File: config.mk
export PLATFORM = sky130hd
export DESIGN_NAME = core_claim_search
export DESIGN_NICKNAME = d
export VERILOG_FILES = /design/src/rtl/ccs_pkg.sv /design/src/rtl/ccs_slot_table.sv /design/src/rtl/ccs_scan_engine.sv /design/src/rtl/core_claim_search.sv
export SDC_FILE = /design/constraint.sdc
export NUM_CORES = 1
export LEC_CHECK = 0
export CORE_MARGIN = 10
export CORE_UTILIZATION = 45
export DETAILED_ROUTE_END_ITERATION = 10
export DONT_BUFFER_PORTS = 1
export PLACE_DENSITY = 0.65
export RECOVER_POWER = 50
export SLEW_MARGIN = 0
export SYNTH_ARGS = -nofsm -noshare
export SYNTH_HDL_FRONTEND = slang
export SYNTH_SLANG_ARGS = --single-unit
export TNS_END_PERCENT = 30
File: constraint.sdc
create_clock -name clk -period 2.7 [get_ports clk]
set_input_delay 0.405 -clock clk [delete_from_list [all_inputs] [get_ports clk]]
set_output_delay 0.405 -clock clk [all_outputs]
set_load 0.01 [all_outputs]
File: src/rtl/ccs_pkg.sv
`timescale 1ns/1ps
package ccs_pkg;

    typedef enum logic [1:0] {
        SCAN_IDLE = 2'd0,
        SCAN_RUN  = 2'd1,
        SCAN_DONE = 2'd2
    } scan_st_e;

endpackage

File: src/rtl/ccs_slot_table.sv
`timescale 1ns/1ps
module ccs_slot_table #(
    parameter int NUM_CORES = 8,
    parameter int ACT_W     = 3,
    parameter int DATA_W    = 8,
    parameter int IDX_W     = $clog2(NUM_CORES)
) (
    input  logic                          clk,
    input  logic                          rst_n,
    input  logic [NUM_CORES-1:0]          in_host,
    input  logic [NUM_CORES-1:0]          rel_strobe,
    input  logic                          claim_en,
    input  logic [IDX_W-1:0]              claim_idx,
    input  logic [ACT_W-1:0]              claim_act,
    input  logic [DATA_W-1:0]             claim_data,
    output logic [NUM_CORES-1:0]          slot_free,
    output logic [NUM_CORES*ACT_W-1:0]    slot_action,
    output logic [NUM_CORES*DATA_W-1:0]   slot_data
);

    typedef struct packed {
        logic [NUM_CORES-1:0][ACT_W-1:0]  act;
        logic [NUM_CORES-1:0][DATA_W-1:0] data;
        logic [NUM_CORES-1:0]             pend;   // action clear due next edge
    } tbl_t;

    tbl_t tbl_d, tbl_q;

    always_comb begin
        tbl_d = tbl_q;
        for (int i = 0; i < NUM_CORES; i++) begin
            // second release step: action goes back to zero
            if (tbl_q.pend[i]) begin
                tbl_d.act[i]  = '0;
                tbl_d.pend[i] = 1'b0;
            end
            // first release step: data cleared, action held one more edge
            if (rel_strobe[i]) begin
                tbl_d.data[i] = '0;
                tbl_d.pend[i] = 1'b1;
            end
            // claim is applied after any release of the same entry
            if (claim_en && (claim_idx == IDX_W'(i))) begin
                tbl_d.act[i]  = claim_act;
                tbl_d.data[i] = claim_data;
                tbl_d.pend[i] = 1'b0;
            end
        end
    end

    always_ff @(posedge clk) begin
        if (!rst_n) tbl_q <= '0;
        else        tbl_q <= tbl_d;
    end

    for (genvar g = 0; g < NUM_CORES; g++) begin : g_slot
        assign slot_free[g] = in_host[g] && ((tbl_q.act[g] == '0) || tbl_q.pend[g]);
        assign slot_action[g*ACT_W +: ACT_W]   = tbl_q.act[g];
        assign slot_data[g*DATA_W +: DATA_W]   = tbl_q.data[g];

        // an action code only returns to zero after its data was zero
        a_r8_data_before_action: assert property (@(posedge clk) disable iff (!rst_n)
            (($past(tbl_q.act[g]) != '0) && (tbl_q.act[g] == '0)) |-> ($past(tbl_q.data[g]) == '0));

        // a claim on this entry lands on the following edge
        a_r5_claim_lands: assert property (@(posedge clk) disable iff (!rst_n)
            (claim_en && (claim_idx == IDX_W'(g))) |=>
                ((tbl_q.act[g] == $past(claim_act)) && (tbl_q.data[g] == $past(claim_data))));
    end

endmodule

File: src/rtl/ccs_scan_engine.sv
`timescale 1ns/1ps
module ccs_scan_engine
    import ccs_pkg::*;
#(
    parameter int NUM_CORES = 8,
    parameter int ACT_W     = 3,
    parameter int DATA_W    = 8,
    parameter int IDX_W     = $clog2(NUM_CORES)
) (
    input  logic                 clk,
    input  logic                 rst_n,
    input  logic                 req_valid,
    input  logic [IDX_W-1:0]     req_own,
    input  logic [ACT_W-1:0]     req_action,
    input  logic [DATA_W-1:0]    req_data,
    output logic                 req_ready,
    input  logic [NUM_CORES-1:0] slot_free,
    output logic                 claim_en,
    output logic [IDX_W-1:0]     claim_idx,
    output logic [ACT_W-1:0]     claim_act,
    output logic [DATA_W-1:0]    claim_data,
    output logic                 rsp_valid,
    output logic                 rsp_found,
    output logic [IDX_W-1:0]     rsp_idx
);

    localparam logic [IDX_W-1:0] LAST_IDX   = IDX_W'(NUM_CORES - 1);
    localparam logic [IDX_W-1:0] STEP_COUNT = IDX_W'(NUM_CORES - 1);

    typedef struct packed {
        scan_st_e           st;
        logic [IDX_W-1:0]   own;
        logic [IDX_W-1:0]   cur;
        logic [IDX_W-1:0]   left;
        logic [IDX_W-1:0]   hit;
        logic               found;
        logic [ACT_W-1:0]   act;
        logic [DATA_W-1:0]  data;
    } eng_t;

    eng_t eng_d, eng_q;

    function automatic logic [IDX_W-1:0] circ_next(input logic [IDX_W-1:0] idx);
        return (idx == LAST_IDX) ? '0 : idx + 1'b1;
    endfunction

    always_comb begin
        eng_d    = eng_q;
        claim_en = 1'b0;
        unique case (eng_q.st)
            SCAN_IDLE: begin
                if (req_valid) begin
                    eng_d.st    = SCAN_RUN;
                    eng_d.own   = req_own;
                    eng_d.cur   = circ_next(req_own);
                    eng_d.left  = STEP_COUNT;
                    eng_d.found = 1'b0;
                    eng_d.act   = req_action;
                    eng_d.data  = req_data;
                end
            end
            SCAN_RUN: begin
                if (slot_free[eng_q.cur]) begin
                    claim_en    = 1'b1;      // test and claim in one step
                    eng_d.st    = SCAN_DONE;
                    eng_d.found = 1'b1;
                    eng_d.hit   = eng_q.cur;
                end else if (eng_q.left == IDX_W'(1)) begin
                    eng_d.st    = SCAN_DONE;
                    eng_d.found = 1'b0;
                end else begin
                    eng_d.cur   = circ_next(eng_q.cur);
                    eng_d.left  = eng_q.left - 1'b1;
                end
            end
            SCAN_DONE: eng_d.st = SCAN_IDLE;
            default:   eng_d.st = SCAN_IDLE;
        endcase
    end

    always_ff @(posedge clk) begin
        if (!rst_n) eng_q <= '0;
        else        eng_q <= eng_d;
    end

    assign claim_idx  = eng_q.cur;
    assign claim_act  = eng_q.act;
    assign claim_data = eng_q.data;
    assign req_ready  = (eng_q.st == SCAN_IDLE);
    assign rsp_valid  = (eng_q.st == SCAN_DONE);
    assign rsp_found  = eng_q.found;
    assign rsp_idx    = eng_q.hit;

    // the requester's own core is never the answer
    a_r7_never_own: assert property (@(posedge clk) disable iff (!rst_n)
        (rsp_valid && rsp_found) |-> (rsp_idx != eng_q.own));

    // one response per search, a single cycle wide
    a_r2_single_pulse: assert property (@(posedge clk) disable iff (!rst_n)
        rsp_valid |=> !rsp_valid);

    // once a request is taken, no second one is offered next cycle
    a_r10_busy_after_accept: assert property (@(posedge clk) disable iff (!rst_n)
        (req_valid && req_ready) |=> !req_ready);

endmodule

File: src/rtl/core_claim_search.sv
`timescale 1ns/1ps
module core_claim_search #(
    parameter int NUM_CORES = 8,
    parameter int ACT_W     = 3,
    parameter int DATA_W    = 8,
    localparam int IDX_W    = $clog2(NUM_CORES),
    localparam int CORE_W   = IDX_W + 1
) (
    input  logic                          clk,
    input  logic                          rst_n,
    input  logic                          req_valid,
    output logic                          req_ready,
    input  logic [IDX_W-1:0]              req_own,
    input  logic [ACT_W-1:0]              req_action,
    input  logic [DATA_W-1:0]             req_data,
    output logic                          rsp_valid,
    output logic                          rsp_found,
    output logic [CORE_W-1:0]             rsp_core,
    input  logic [NUM_CORES-1:0]          in_host,
    input  logic [NUM_CORES-1:0]          rel_strobe,
    output logic [NUM_CORES*ACT_W-1:0]    slot_action,
    output logic [NUM_CORES*DATA_W-1:0]   slot_data
);

    logic [NUM_CORES-1:0] slot_free;
    logic                 claim_en;
    logic [IDX_W-1:0]     claim_idx;
    logic [ACT_W-1:0]     claim_act;
    logic [DATA_W-1:0]    claim_data;
    logic [IDX_W-1:0]     rsp_idx;

    ccs_scan_engine #(
        .NUM_CORES(NUM_CORES), .ACT_W(ACT_W), .DATA_W(DATA_W), .IDX_W(IDX_W)
    ) u_engine (
        .clk        (clk),
        .rst_n      (rst_n),
        .req_valid  (req_valid),
        .req_own    (req_own),
        .req_action (req_action),
        .req_data   (req_data),
        .req_ready  (req_ready),
        .slot_free  (slot_free),
        .claim_en   (claim_en),
        .claim_idx  (claim_idx),
        .claim_act  (claim_act),
        .claim_data (claim_data),
        .rsp_valid  (rsp_valid),
        .rsp_found  (rsp_found),
        .rsp_idx    (rsp_idx)
    );

    ccs_slot_table #(
        .NUM_CORES(NUM_CORES), .ACT_W(ACT_W), .DATA_W(DATA_W), .IDX_W(IDX_W)
    ) u_table (
        .clk         (clk),
        .rst_n       (rst_n),
        .in_host     (in_host),
        .rel_strobe  (rel_strobe),
        .claim_en    (claim_en),
        .claim_idx   (claim_idx),
        .claim_act   (claim_act),
        .claim_data  (claim_data),
        .slot_free   (slot_free),
        .slot_action (slot_action),
        .slot_data   (slot_data)
    );

    assign rsp_core = rsp_found ? {1'b0, rsp_idx} : '1;

    // the engine only claims a core that reports being in host context
    a_r4_claim_in_host: assert property (@(posedge clk) disable iff (!rst_n)
        claim_en |-> in_host[claim_idx]);

endmodule

-- Word-level counts from Yosys, hierarchy flattened
Cells that the tools add are included.
- bitwise gates (word level): 1
- mux-type cells: 58
- eq/ne operators: 15
- reduce and logical (&&, ||, !) cells: 64
- magnitude comparators: 1
- $add $sub $neg: 3
- operators by type and width (cell ; count):
    8-bit two-way mux ; 16
    3-bit two-way mux ; 18
    2-bit nonzero test ; 17
    3-bit logical NOT ; 9
    1-bit logical AND ; 16
    2-bit OR reduction ; 8
    3-bit equality test (second input constant) ; 5
    1-bit two-way mux ; 13
    12-bit two-way mux ; 1
    6-bit two-way mux ; 2
    6-bit case mux with 2 select lines ; 1
    11-bit two-way mux ; 1
    1-bit logical OR ; 8
    3-bit by 1-bit adder with 3-bit output (second input constant) ; 2
    3-bit by 1-bit equality test with 1-bit output (second input constant) ; 2
    3-bit by 2-bit equality test with 1-bit output (second input constant) ; 2
    2-bit != test (second input constant) ; 3
    2-bit AND reduction ; 3
    3-bit by 4-bit < comparator with 1-bit output (second input constant) ; 1
    2-bit two-way mux ; 2
    4-bit two-way mux ; 1
    2-bit case mux with 2 select lines ; 1
    4-bit AND reduction ; 1
    1-bit binary-select mux with 3-bit select ; 1
    other kinds (8) ; 8
- register bits: 122

-- Depth between registers and ports, before layout
Gate-level depths: netlist (run 1).
- word-level depth: 9
- gate-level depth with buffers: 9

-- Cells and area by module
From an unflattened synthesis (run 1), not the netlist that was laid out.
- cell total of the unflattened synthesis: 574
- area total of the unflattened synthesis: 5784.3 sq um
- modules (own cells, without submodules) (module ; area an instance (sq um) ; instances ; seq. area each (sq um) ; cells each):
    ccs_slot_table ; 4528.1 ; 1 ; 1921.8 ; 425
    ccs_scan_engine ; 1233.7 ; 1 ; 460.4 ; 145
    core_claim_search ; 22.5 ; 1 ; 0.0 ; 4

-- Worst setup path before layout (run 1)
No wires, ideal clock.
- path type: register -> register
- start point: reg u_engine.eng_q, in the netlist u_engine.claim_idx[0]
- end point: reg u_table.tbl_q, in the netlist u_table.slot_action[21]
- stages on the path, launching flop included: 10
- path slack: 953 ps
- data required time: 2581 ps
- library setup time: 119 ps
- buffers on the path: 2
- arrival time: 1627 ps
- clock period less this slack: 1747 ps
- cells stage by stage: dfxtp_1 inv_2 o211ai_2 nand2_2 a211oi_4 nor3_4 and2_1 buf_6 buf_8 mux2i_1
- cells in the longest elaborated chain, start to end: 6
- elaborated cells on any way between the ends: 8
- classes of those cells: eq/ne (1); mux (5); reduce/logical (2)
- RTL lines (element ; line ; text):
    start: declaration ; ccs_scan_engine.sv:41 ; eng_t eng_d, eng_q;
    start signal: assignment ; ccs_scan_engine.sv:83 ; else eng_q <= eng_d;
    1-bit binary-select mux with 3-bit select ; ccs_scan_engine.sv:63 ; if (slot_free[eng_q.cur]) begin
    1-bit two-way mux (not written as such) ; ccs_scan_engine.sv:63 ;
    1-bit two-way mux ; ccs_scan_engine.sv:63 ;
    1-bit two-way mux ; ccs_scan_engine.sv:50 ; unique case (eng_q.st)
    1-bit logical AND * ; ccs_slot_table.sv:43 ; if (claim_en && (claim_idx == IDX_W'(i))) begin
    3-bit two-way mux or 2-bit nonzero test (tied branches) ; - ;
    end signal: assignment ; ccs_slot_table.sv:53 ; else tbl_q <= tbl_d;
    end: declaration ; ccs_slot_table.sv:27 ; tbl_t tbl_d, tbl_q;
Mark *: on every way between the ends. The rest lies on a longest branch, timed or not. The select of a mux whose other input is x is not followed.
A chain may end at the register's enable or synchronous reset.

-- Final worst setup path (run 1)
- start point: reg u_table.tbl_q, in the netlist u_table.slot_action[20]
- end point: reg u_table.tbl_q, in the netlist u_table.slot_data[33]
- cells in the longest elaborated chain, start to end: 9
- elaborated cells on any way between the ends: 10
- classes of those cells: mux (5); reduce/logical (5)
- RTL lines (element ; line ; text):
    3-bit logical NOT * ; ccs_slot_table.sv:57 ; assign slot_free[g] = in_host[g] && ((tbl_q.act[g] == '0) || tbl_q.pend[g]);
    1-bit logical OR * ; ccs_slot_table.sv:57 ;
    1-bit logical AND * ; ccs_slot_table.sv:57 ;
    1-bit binary-select mux with 3-bit select * ; ccs_scan_engine.sv:63 ;
    1-bit two-way mux (not written as such) * ; ccs_scan_engine.sv:63 ;
    1-bit two-way mux * ; ccs_scan_engine.sv:63 ;
    1-bit two-way mux * ; ccs_scan_engine.sv:50 ;
    1-bit logical AND * ; ccs_slot_table.sv:43 ;
    8-bit two-way mux or 2-bit nonzero test (tied branches) ; - ;
Marks and branches as above.

==> qor.yml, run 1 <==
yosysSeqAreaShare: 0.403
cts_hold_buf: 0
grt_use_total: 0.166
yosys-top-cells-area: "dfxtp_1, mux2i_1, buf_4"
start_kind: "register"
avgViaCountPerCell: 5.25
die_h_um: 135
cts_setup_buffers: 0
area_growth_syn_to_layout_pct: 1.08
min_from: "rel_strobe[7]"
drive_above_1_share: 0.0885
critPathMaxStageDelay_ps: 500
powerDensity_nw_per_um2: 774
cts_tree: "yes"
grt_max_degree: 51
clk_latency_ps: 420
finalSetupTns_ps: 0
dr.pass1.iters: 7
drc: 0
grt.overflow.total: 0
cp_num_buf_inv: 0
finalHoldViolCount: 0
synth_area_um2: 5910
synthArstFlopShare: 0
setup_viol: 0
syn_avg_cell_area_um2: 9.05
timing.slew.headroom: 0.540
route.vias.total: 3878
synth_common_cells: "dfxtp_1, mux2i_1, buf_4"
grt_pass1_vias: 3876
rr_worst_depth: 7
status: "completed"
synth_cells: 653
worstSetupPathDepth: 7
fin_util: 0.470
hold_path_depth: 2
fillCellCount: 1242
grt_pass1_wl_mm: 23.0
p_leak_nw: 2.68
timing.rr.start: "u_table.slot_action[20]$_SDFFE_PN0P_"
crit_path_end_kind: "register"
fp.dieW_um: 135
yosysWarningCount: 0
cap_violations: 0
tightest_slew_ps: 690
required_ps: 2970
fin_crit_sh: 0.794
irDropWorstVdd_v: 0.000488
cts_root_buf: "clkbuf_16"
die-area_um2: 18100
r2r-end: "u_table.slot_data[33]$_SDFFE_PN0P_"
crit_family: "simple AND/OR/NAND/NOR gates"
core_area_um2: 12700
synth_top_area_frac: 0.403
layout.nets: 595
portBuffers: 0
hold_path.class: "in -> reg"
start_util: 0.465
ioPinCount: 128
worst_path_most_repeated_cell: "nand2_1"
synth_nets: 696
antenna_found_initial: 1
cts_buffers: 17
crit_type: "reg -> reg"
worstHoldEndpoint: "u_table.tbl_q[7]$_SDFF_PP0_"
drt_iter0_drc: 163
reg2reg_slack_ps: 560
clockBufferDepth: 2
fmax_mhz: 467
place.gp.congestion: 0.828
finalClockSkew_ps: 12.7
finalMaxSlewViolations: 0
hpwl_mm: 10.9
rsz0062_at_grt: "no"
ant_nets: 0
ys.flop_type: "dfxtp_1"
cp_data_arrival_time_ps: 2420
clkSlewWorstSetupHoldPaths_ps: 50
synth_most_common_cell: "dfxtp_1"
cts_sinks: 119
ctsResizeCount: 0
yosysTopAreaCell: "dfxtp_1"
critical_path.slowest_cell: "nand2_1"
synth_edf_count: 0
min_period_ps: 2140
h-tree-depth: 4
cp_cell_sequence: "nor3_1 > o211ai_1 > nand2_1 > o2111a_1 > nand2_1 > mux2i_1 > nor2_1"
routedWlPerCell_um: 20.5
critPathMaxFanout: 12
ys_seq_elements: 119
wl_mm: 15.1
ys_types: 46
row_count: 41
layout by cell type, fill, tap and decap left out, types with 2 or more instances in the layout:
cell type and instances:
clkbuf_16 17, inv_2 3, nor3_1 11, bufinv_16 4, dfxtp_1 119, ha_1 10, clkbuf_8 4, nor2_1 80
inv_1 6, o211ai_1 6, nand2b_1 3, and3_1 6, nor2b_1 69, o21ai_0 4, mux2i_1 92, a21oi_1 18
nand3b_1 19, nand3_1 9, clkinv_2 5, o22ai_1 2, clkbuf_1 2, o211ai_2 2, nand2_1 45, buf_4 7
report_power, final:
part / total, mW / internal (mW) / leakage (nW) / switching [mW]
logic: 0.315 / 0.120 / 1.40 / 0.195
clock network: 2.42 / 1.63 / 0.317 / 0.785
registers: 1.89 / 1.80 / 0.964 / 0.0904
cell type report:
type | instances | area, µm² | area share
clock inverters | 9 | 145 | 0.0243
multi-input cells | 397 | 2640 | 0.441
clock buffers | 23 | 488 | 0.0817
diodes | 1 | 2.50 | 0.000419
well taps | 172 | 215 | 0.0360
flip-flops and latches | 119 | 2380 | 0.399
repair buffers | 8 | 72.6 | 0.0121
inverters | 9 | 33.8 | 0.00565
sequential cells by signal (all words and copies together) (netlist names):
| signal | cells |
|---|---|
| u_table.tbl_q | 8 |
| u_table.slot_data | 64 |
| u_engine.rsp_idx | 3 |
| u_engine.eng_q | 5 |
| u_table.slot_action | 24 |
| u_engine.claim_idx | 3 |
| u_engine.claim_data | 8 |
| u_engine.rsp_found | 1 |
| u_engine.claim_act | 3 |
worst max-delay path by stage:
stage	start	endpoint	slack [ps]
after CTS	u_table.slot_action[18]$_SDFFE_PN0P_	u_table.slot_data[33]$_SDFFE_PN0P_	550
final	u_table.slot_action[20]$_SDFFE_PN0P_	u_table.slot_data[33]$_SDFFE_PN0P_	560
after global routing	u_table.slot_action[20]$_SDFFE_PN0P_	u_table.slot_data[33]$_SDFFE_PN0P_	360
after floorplan	u_engine.claim_idx[0]$_SDFFE_PN0P_	u_table.slot_action[21]$_SDFFE_PN0P_	950
after detailed placement	u_table.slot_action[18]$_SDFFE_PN0P_	u_table.slot_data[43]$_SDFFE_PN0P_	580
after global placement	u_table.slot_action[18]$_SDFFE_PN0P_	u_table.slot_data[45]$_SDFFE_PN0P_	600
per-layer routing:
metal | global-route usage | part of all wire | vias to the layer above | wire length (µm)
met2 | 0.263 | 0.48 | 128 | 7300
met4 | 0.0611 | 0.011 | 0 | 160
met1 | 0.183 | 0.39 | 1862 | 5930
met3 | 0.0927 | 0.11 | 13 | 1740
li1 | - | - | 1875 | -
met5 | 0 | 0 | - | 0
logic make-up after synthesis:
logic type,count (synthesis),share of synthesized area
compound gates,43,0.0516
simple gates,252,0.217
flops,119,0.403
mux,92,0.156
fa+ha+maj,10,0.0212
buf+inv,137,0.151
per-stage QoR:
| step | std cells | power [mW] | hold slack, ps | setup slack [ps] | area, µm² |
|---|---|---|---|---|---|
| detailed placement | 705 | 2.25 | 459 | 582 | 5340 |
| global placement | 705 | 2.24 | 455 | 599 | 5340 |
| CTS | 737 | 4.66 | 83.9 | 547 | 5980 |
| global route | 738 | 4.78 | 87.4 | 355 | 5980 |
| floorplan | 653 | 2.15 | 444 | 953 | 5910 |
| finish | 738 | 4.62 | 105 | 557 | 5980 |
Power figures use the tool's default switching activity.
==> run 2, diff against run 1 <==
==> constraint.sdc (replaced) <==
create_clock -name clk -period 2.1 [get_ports clk]
set_input_delay 0.315 -clock clk [delete_from_list [all_inputs] [get_ports clk]]
set_output_delay 0.315 -clock clk [all_outputs]
set_load 0.01 [all_outputs]
==> run 2 against run 1 <==
  * Sequential share of layout area is 0.080 points higher
  * Hold slack got worse by 89 ps
  * Global-route usage is 0.16 points higher
  * Core utilization down 0.069 points
  * Final area is 0.15% lower
  * Setup slack worse by 380 ps
  * Largest power group unchanged
  * Routed wire length decreased by 0.38%
  * Register-to-register slack got worse by 380 ps
==> qor.yml, run 2 (synthesis gave the netlist of run 1 again) <==
status: "completed"
grt.overflow.total: 0  # unchanged
wl_mm: 15.1  # -0.38%
whs_ps: 16.5  # -88.5 ps
p_leak_nw: 2.66  # -0.62%
final_area_um2: 5970  # -0.15%
cp_data_arrival_time_ps: 2250  # -170 ps
antenna_found_initial: 0  # -1
avgViaCountPerCell: 5.19  # -1.3%
grt_pass1_wl_mm: 23.5  # +2.3%
crit_family: "simple AND/OR/NAND/NOR gates"
timing.slew.headroom: 0.601  # +0.0608
setup_slack_ps: 179  # -378 ps
total_power_mw: 5.56  # +20%
critPathMaxFanout: 12  # unchanged
rsz0062_at_grt: "no"
clk_latency_ps: 410  # about the same
core_area_um2: 12700  # unchanged
cp_num_buf_inv: 1  # +1
die-area_um2: 18100  # unchanged
dp.cells: 723  # +2.6%
tightest_slew_ps: 598  # -92.0 ps
finalSetupTns_ps: 0  # unchanged
die_h_um: 135  # unchanged
multi_input_area_um2: 2640  # +0.14%
dp_slack_ps: 131  # -451 ps
layout.nets: 613  # +3.0%
grt_max_degree: 64  # +25%
cts_buffers: 17  # unchanged
row_count: 41  # unchanged
irDropWorstVdd_v: 0.000535  # +9.6%
fin_crit_sh: 0.915  # +0.121
crit_path_end_kind: "register"
fillCellCount: 1235  # -0.56%
fin_util: 0.469  # -0.000689
final_common_cell: "dfxtp_1"
clkSlewWorstSetupHoldPaths_ps: 50  # about the same
hold_path.class: "in -> reg"
placed_cell_area_um2: 5480  # +2.5%
cts_hold_buf: 0  # unchanged
start_kind: "register"
powerDensity_nw_per_um2: 932  # +20%
portBuffers: 0  # unchanged
grt_pass1_vias: 4041  # +4.3%
finalHoldViolCount: 0  # unchanged
seq_area_um2: 2380  # about the same
finalClockSkew_ps: 7.91  # -4.84 ps
start_util: 0.465  # unchanged
dr.pass1.iters: 4  # -3
hpwl_mm: 10.9  # +0.20%
cts_sinks: 119  # unchanged
crit_type: "reg -> reg"
setup_viol: 0  # unchanged
clockBufferDepth: 2  # unchanged
cp_cell_sequence: "nor3_1 > o211ai_2 > a21oi_2 > a211oi_4 > nor3_4 > and2_1 > buf_4 > mux2i_1"
min_period_ps: 1920  # -222 ps
largest_reg_flops: 64  # unchanged
routedWlPerCell_um: 20.1  # -2.1%
finalMaxSlewViolations: 0  # unchanged
ant_nets: 0  # unchanged
required_ps: 2430  # -540 ps
drt_iter0_drc: 167  # +2.5%
layout.cells.non_filler: 751  # +1.8%
drc: 0  # unchanged
grt_use_total: 0.168  # +0.00159
critPathMaxStageDelay_ps: 370  # -130 ps
cts_root_buf: "clkbuf_16"
diodes: 0  # -1
route.vias.total: 3896  # +0.46%
cts_tree: "yes"
cts_setup_buffers: 0  # unchanged
place.gp.congestion: 0.899  # +8.6%
area_growth_syn_to_layout_pct: 0.931
fmax_mhz: 521  # +12%
cap_violations: 0  # unchanged
fp.dieW_um: 135  # unchanged
ioPinCount: 128  # unchanged
h-tree-depth: 4  # unchanged
mostFrequentLayoutCells: "dfxtp_1, mux2i_1, nor2_1"
critical_path.slowest_cell: "dfxtp_1"
drive_above_1_share: 0.0846  # -0.00387
## run 2: changes by cell type in the layout (fill, tap and decap cells not counted), moves of 2 or more
cell	delta
buf_4	+3
clkinv_2	-2
clkbuf_1	+17
clkbuf_8	-2
bufinv_16	-2
## run 2: area by class of cell
class | count | share of cell area
inverters | 9 | 0.00566
multi-input cells | 397 | 0.442
clock inverters | 5 | 0.0126
clock buffers | 23 | 0.0784
flip-flops and latches | 119 | 0.399
well taps | 172 | 0.0361
repair buffers | 26 | 0.0254
## run 2: metal layers
layer	GRT usage	up-vias	part of all wire
met3	0.0838	14	0.10
met5	0	-	0
met1	0.191	1877	0.41
met4	0.0429	0	0.0092
met2	0.273	109	0.48
li1	-	1896	-
## run 2: worst paths after layout
path / startpoint / endpoint / slack [ps] / cells past startpoint
worst max-delay path: u_table.slot_action[7]$_SDFFE_PN0P_ / u_table.slot_data[63]$_SDFFE_PN0P_ / 180 / 8
worst min-delay path: rel_strobe[7] / u_table.tbl_q[7]$_SDFF_PP0_ / 20 / 2
worst max register to register: u_table.slot_action[7]$_SDFFE_PN0P_ / u_table.slot_data[63]$_SDFFE_PN0P_ / 180 / 8
worst min register to register: u_engine.eng_q[16]$_SDFFE_PN0P_ / u_engine.eng_q[16]$_SDFFE_PN0P_ / 470 / 2
## run 2: worst register-to-register path: cells and delay by family (launching register included)
kind | cells | cell delay, ps
muxes | 1 | 230
and+or+nand+nor | 3 | 610
buffers and inverters | 1 | 230
AOI/OAI and AO/OA | 3 | 410
DFF | 1 | 370
## run 2: what timing repair did
action | in CTS | in global routing
hold endpoints to repair | 0 | 0
resized for setup | 0 | 1
setup endpoints to repair | 0 | 11
## run 2: report_power, final
part           switching [mW]  total, mW  internal [mW]
Clock                   0.945       2.72           1.77
Combinational           0.253      0.414          0.161
Sequential              0.111       2.43           2.32
Total                    1.31       5.56           4.25
==> run 3, diff against run 2 <==
--- a/config.mk
+++ b/config.mk
@@ -5,7 +5,6 @@
 export SDC_FILE = /design/constraint.sdc
 export NUM_CORES = 1
 export LEC_CHECK = 0
-export CORE_MARGIN = 10
 export CORE_UTILIZATION = 45
 export DETAILED_ROUTE_END_ITERATION = 10
 export DONT_BUFFER_PORTS = 1
@@ -14,5 +13,6 @@
 export SLEW_MARGIN = 0
 export SYNTH_ARGS = -nofsm -noshare
 export SYNTH_HDL_FRONTEND = slang
+export SYNTH_HIERARCHICAL = 1
 export SYNTH_SLANG_ARGS = --single-unit
 export TNS_END_PERCENT = 30
==> run 3 against run 2 <==
  * Sequential share of layout area down 0.89 points
  * Die area fell by 27%
  * Fmax is 8.2% lower
  * Via count is 4.2% lower
  * Power increased by 3.8%
  * Routed wire length decreased by 11%
  * Non-clock buffer count increased by 25
  * Area after synthesis decreased by 2.2%
  * Synthesized cell count down 12%
  * Cell count shrank 7.3%
  * Critical path type unchanged
  * Highest routed layer unchanged
==> qor.yml, run 3 <==
setup_viol: 0  # unchanged
crit_type: "reg -> reg"
finalMaxSlewViolations: 0  # unchanged
mostFrequentLayoutCells: "dfxtp_1, nand3b_1, mux2i_1"
finalClockSkew_ps: 5.63  # -2.29 ps
cts_sinks: 119  # unchanged
place.gp.congestion: 0.863  # -4.1%
dp.cells: 661  # -8.6%
min_period_ps: 2090  # +172 ps
fin_util: 0.489  # +0.0199
finalHoldViolCount: 0  # unchanged
fp.dieW_um: 115  # -14%
cp_num_buf_inv: 2  # +1
fin_crit_sh: 0.997  # +0.0817
row_count: 41  # unchanged
hpwl_mm: 9.25  # -15%
synth_area_um2: 5780  # -2.2%
grt_pass1_vias: 3755  # -7.1%
synth_most_common_cell: "dfxtp_1"
start_util: 0.460  # -0.00446
crit_path_end_kind: "register"
core_area_um2: 12600  # -1.2%
start_kind: "register"
avgViaCountPerCell: 5.36  # +3.3%
power_frac_comb: 0.082  # +0.008
swShare: 0.225  # -0.0110
ioPinCount: 128  # unchanged
wl_mm: 13.4  # -11%
portBuffers: 0  # unchanged
powerDensity_nw_per_um2: 939  # +0.81%
tightest_slew_ps: 666  # +67.8 ps
synth_compound_area_frac: 0.0508  # -0.000807
clkSlewWorstSetupHoldPaths_ps: 50  # about the same
placed_cell_area_um2: 5450  # -0.53%
ant_nets: 0  # unchanged
crit_path_start: "u_table/slot_action[23]$_SDFFE_PN0P_"
cts_tree: "yes"
cap_violations: 0  # unchanged
die-area_um2: 13300  # -27%
yosysTopAreaCell: "dfxtp_1"
min_from: "req_action[2]"
synthMuxAreaShare: 0.166  # +0.0101
synth_top_area_frac: 0.412  # +0.00889
synth_nets: 613  # -12%
drive_above_1_share: 0.187  # +0.102
synth_xor_area_frac: 0  # unchanged
diodes: 0  # unchanged
crit_family: "multiplexers"
reg2reg_slack_ps: 7  # -170 ps
cp-endpoint: "u_table/slot_data[2]$_SDFFE_PN0P_"
ys_types: 38  # -17%
syn_avg_cell_area_um2: 10.1  # +11%
critPathMaxStageDelay_ps: 520  # +150 ps
die_h_um: 115  # -14%
timing.rr.start: "u_table/slot_action[23]$_SDFFE_PN0P_"
route.vias.total: 3731  # -4.2%
rsz0062_at_grt: "yes"
final_common_cell: "dfxtp_1"
layout.cells.non_filler: 696  # -7.3%
synth_common_cells: "dfxtp_1, buf_4, nand3b_1"
p_leak_nw: 2.69  # +0.96%
r2r-end: "u_table/slot_data[2]$_SDFFE_PN0P_"
synth_cells: 574  # -12%
synthAdderAreaFrac: 0.0130  # -0.00819
synth_edf_count: 0  # unchanged
drc: 0  # unchanged
cp_data_arrival_time_ps: 2360  # +110 ps
ys.flop_type: "dfxtp_1"
status: "completed"
irDropWorstVdd_v: 0.000641  # +20%
fmax_mhz: 478  # -8.2%
synthArstFlopShare: 0  # unchanged
synthSimpleGateAreaFrac: 0.192  # -0.0251
worstSetupPathDepth: 9  # +1
grt.overflow.total: 0  # unchanged
cts_root_buf: "clkbuf_16"
p_int_mw: 4.48  # +5.3%
clk_latency_ps: 410  # about the same
dr.pass1.iters: 5  # +1
largest_reg_flops: 64  # unchanged
required_ps: 2370  # -60 ps
yosysSeqAreaShare: 0.412  # +0.00889
grt_use_total: 0.209  # +0.0416
timing.slew.headroom: 0.556  # -0.0451
drt_iter0_drc: 161  # -3.6%
clockBufferDepth: 2  # unchanged
antenna_found_initial: 0  # unchanged
h-tree-depth: 4  # unchanged
grt_max_degree: 112  # +75%
synth_top_family_by_area: "simple AND/OR/NAND/NOR gates"
ys_seq_elements: 119  # unchanged
grt_pass1_wl_mm: 20.5  # -13%
layout.nets: 550  # -10%
cp_cell_sequence: "nor3_2 > o21a_1 > mux4_2 > mux2i_4 > nor2_4 > nor4b_4 > buf_4 > clkbuf_16 > mux2i_1"
power_frac_clock: 0.507  # +0.018
yosysWarningCount: 6  # +6
routedWlPerCell_um: 19.2  # -4.1%
final_area_um2: 6140  # +3.0%
total_power_mw: 5.77  # +3.8%
cts_buffers: 17  # unchanged
seqPwrFrac: 0.411  # -0.026
critical_path.slowest_cell: "mux4_2"
yosys-top-cells-area: "dfxtp_1, mux2i_1, buf_4"
hold_path.class: "in -> reg"
area_growth_syn_to_layout_pct: 6.23
critPathMaxFanout: 8  # -4
power.switching_mw: 1.30  # -1.0%
rr_worst_depth: 9  # +1
[run 3: cell types whose count changed after synthesis, sizes merged, moves of 4 or more]
cell / previous run / this run
a211oi: 1 / 6
o211ai: 8 / 0
buf: 99 / 120
nand3b: 19 / 89
nor2b: 69 / 3
clkbuf: 29 / 13
ha: 10 / 6
o21a: 1 / 9
nand2: 46 / 39
nor2: 80 / 5
nand3: 10 / 6
[run 3: per-layer routing]
metal | track usage | vias up | part of all wire
met5 | 0 | - | 0
met4 | 0.0831 | 0 | 0.010
met3 | 0.0775 | 12 | 0.077
met2 | 0.346 | 114 | 0.49
met1 | 0.246 | 1829 | 0.42
li1 | - | 1776 | -
[run 3: layout make-up]
cell class | count | area (µm²)
fill | 1169 | 6420
multi-input combinational | 317 | 2490
sequential | 119 | 2400
clock buffer | 22 | 474
timing repair buffer | 51 | 424
tap | 172 | 215
clock inverter | 10 | 125
inverter | 5 | 18.8
[run 3: timing repair]
| action | 4_1_cts | 5_1_grt |
|---|---|---|
| setup endpoints to repair | 40 | 90 |
| pin swaps | 1 | 5 |
| resized for setup | 8 | 18 |
| buffers inserted | 1 | 2 |
| gates cloned | 0 | 1 |
| hold buffers | 1 | 0 |
| endpoints found under the hold margin | 1 | 0 |
[run 3: kinds of logic (layout without fill, tap and decap cells)]
| family | count (synthesis) | in the layout |
|---|---|---|
| AO/OA/AOI/OAI | 45 | 45 |
| adder cells (fa/ha/maj) | 6 | 6 |
| buffers and inverters | 138 | 88 |
| flip-flops | 119 | 119 |
| multiplexers | 92 | 92 |
| AND/OR/NAND/NOR | 174 | 174 |
[run 3: worst min-delay path by stage]
stage                                         end  depth (start not counted)
2_1_floorplan         u_table/tbl_q[0]$_SDFF_PP0_                          2
3_3_place_gp          u_table/tbl_q[0]$_SDFF_PP0_                          2
3_5_place_dp          u_table/tbl_q[0]$_SDFF_PP0_                          2
4_1_cts        u_engine/claim_act[2]$_SDFFE_PN0P_                          2
5_1_grt        u_engine/claim_act[2]$_SDFFE_PN0P_                          2
6_report       u_engine/claim_act[2]$_SDFFE_PN0P_                          2
[run 3: power groups by stage]
stage	clock network [mW]	registers, mW	logic, mW
6_report	2.92	2.37	0.474
4_1_cts	2.99	2.37	0.459
3_3_place_gp	0	2.41	0.431
5_1_grt	3.10	2.38	0.510
2_1_floorplan	0	2.40	0.398
3_5_place_dp	0	2.42	0.442
[run 3: stage by stage]
stage / setup slack, ps / hold slack (ps) / TNS, ps
5_1_grt: -75.4 / 19.9 / -1090
3_5_place_dp: -56.2 / 434 / -303
6_report: 7.32 / 40.9 / 0
2_1_floorplan: 0.871 / 429 / 0
4_1_cts: -12.5 / 17.3 / -22.4
3_3_place_gp: 8.48 / 435 / 0
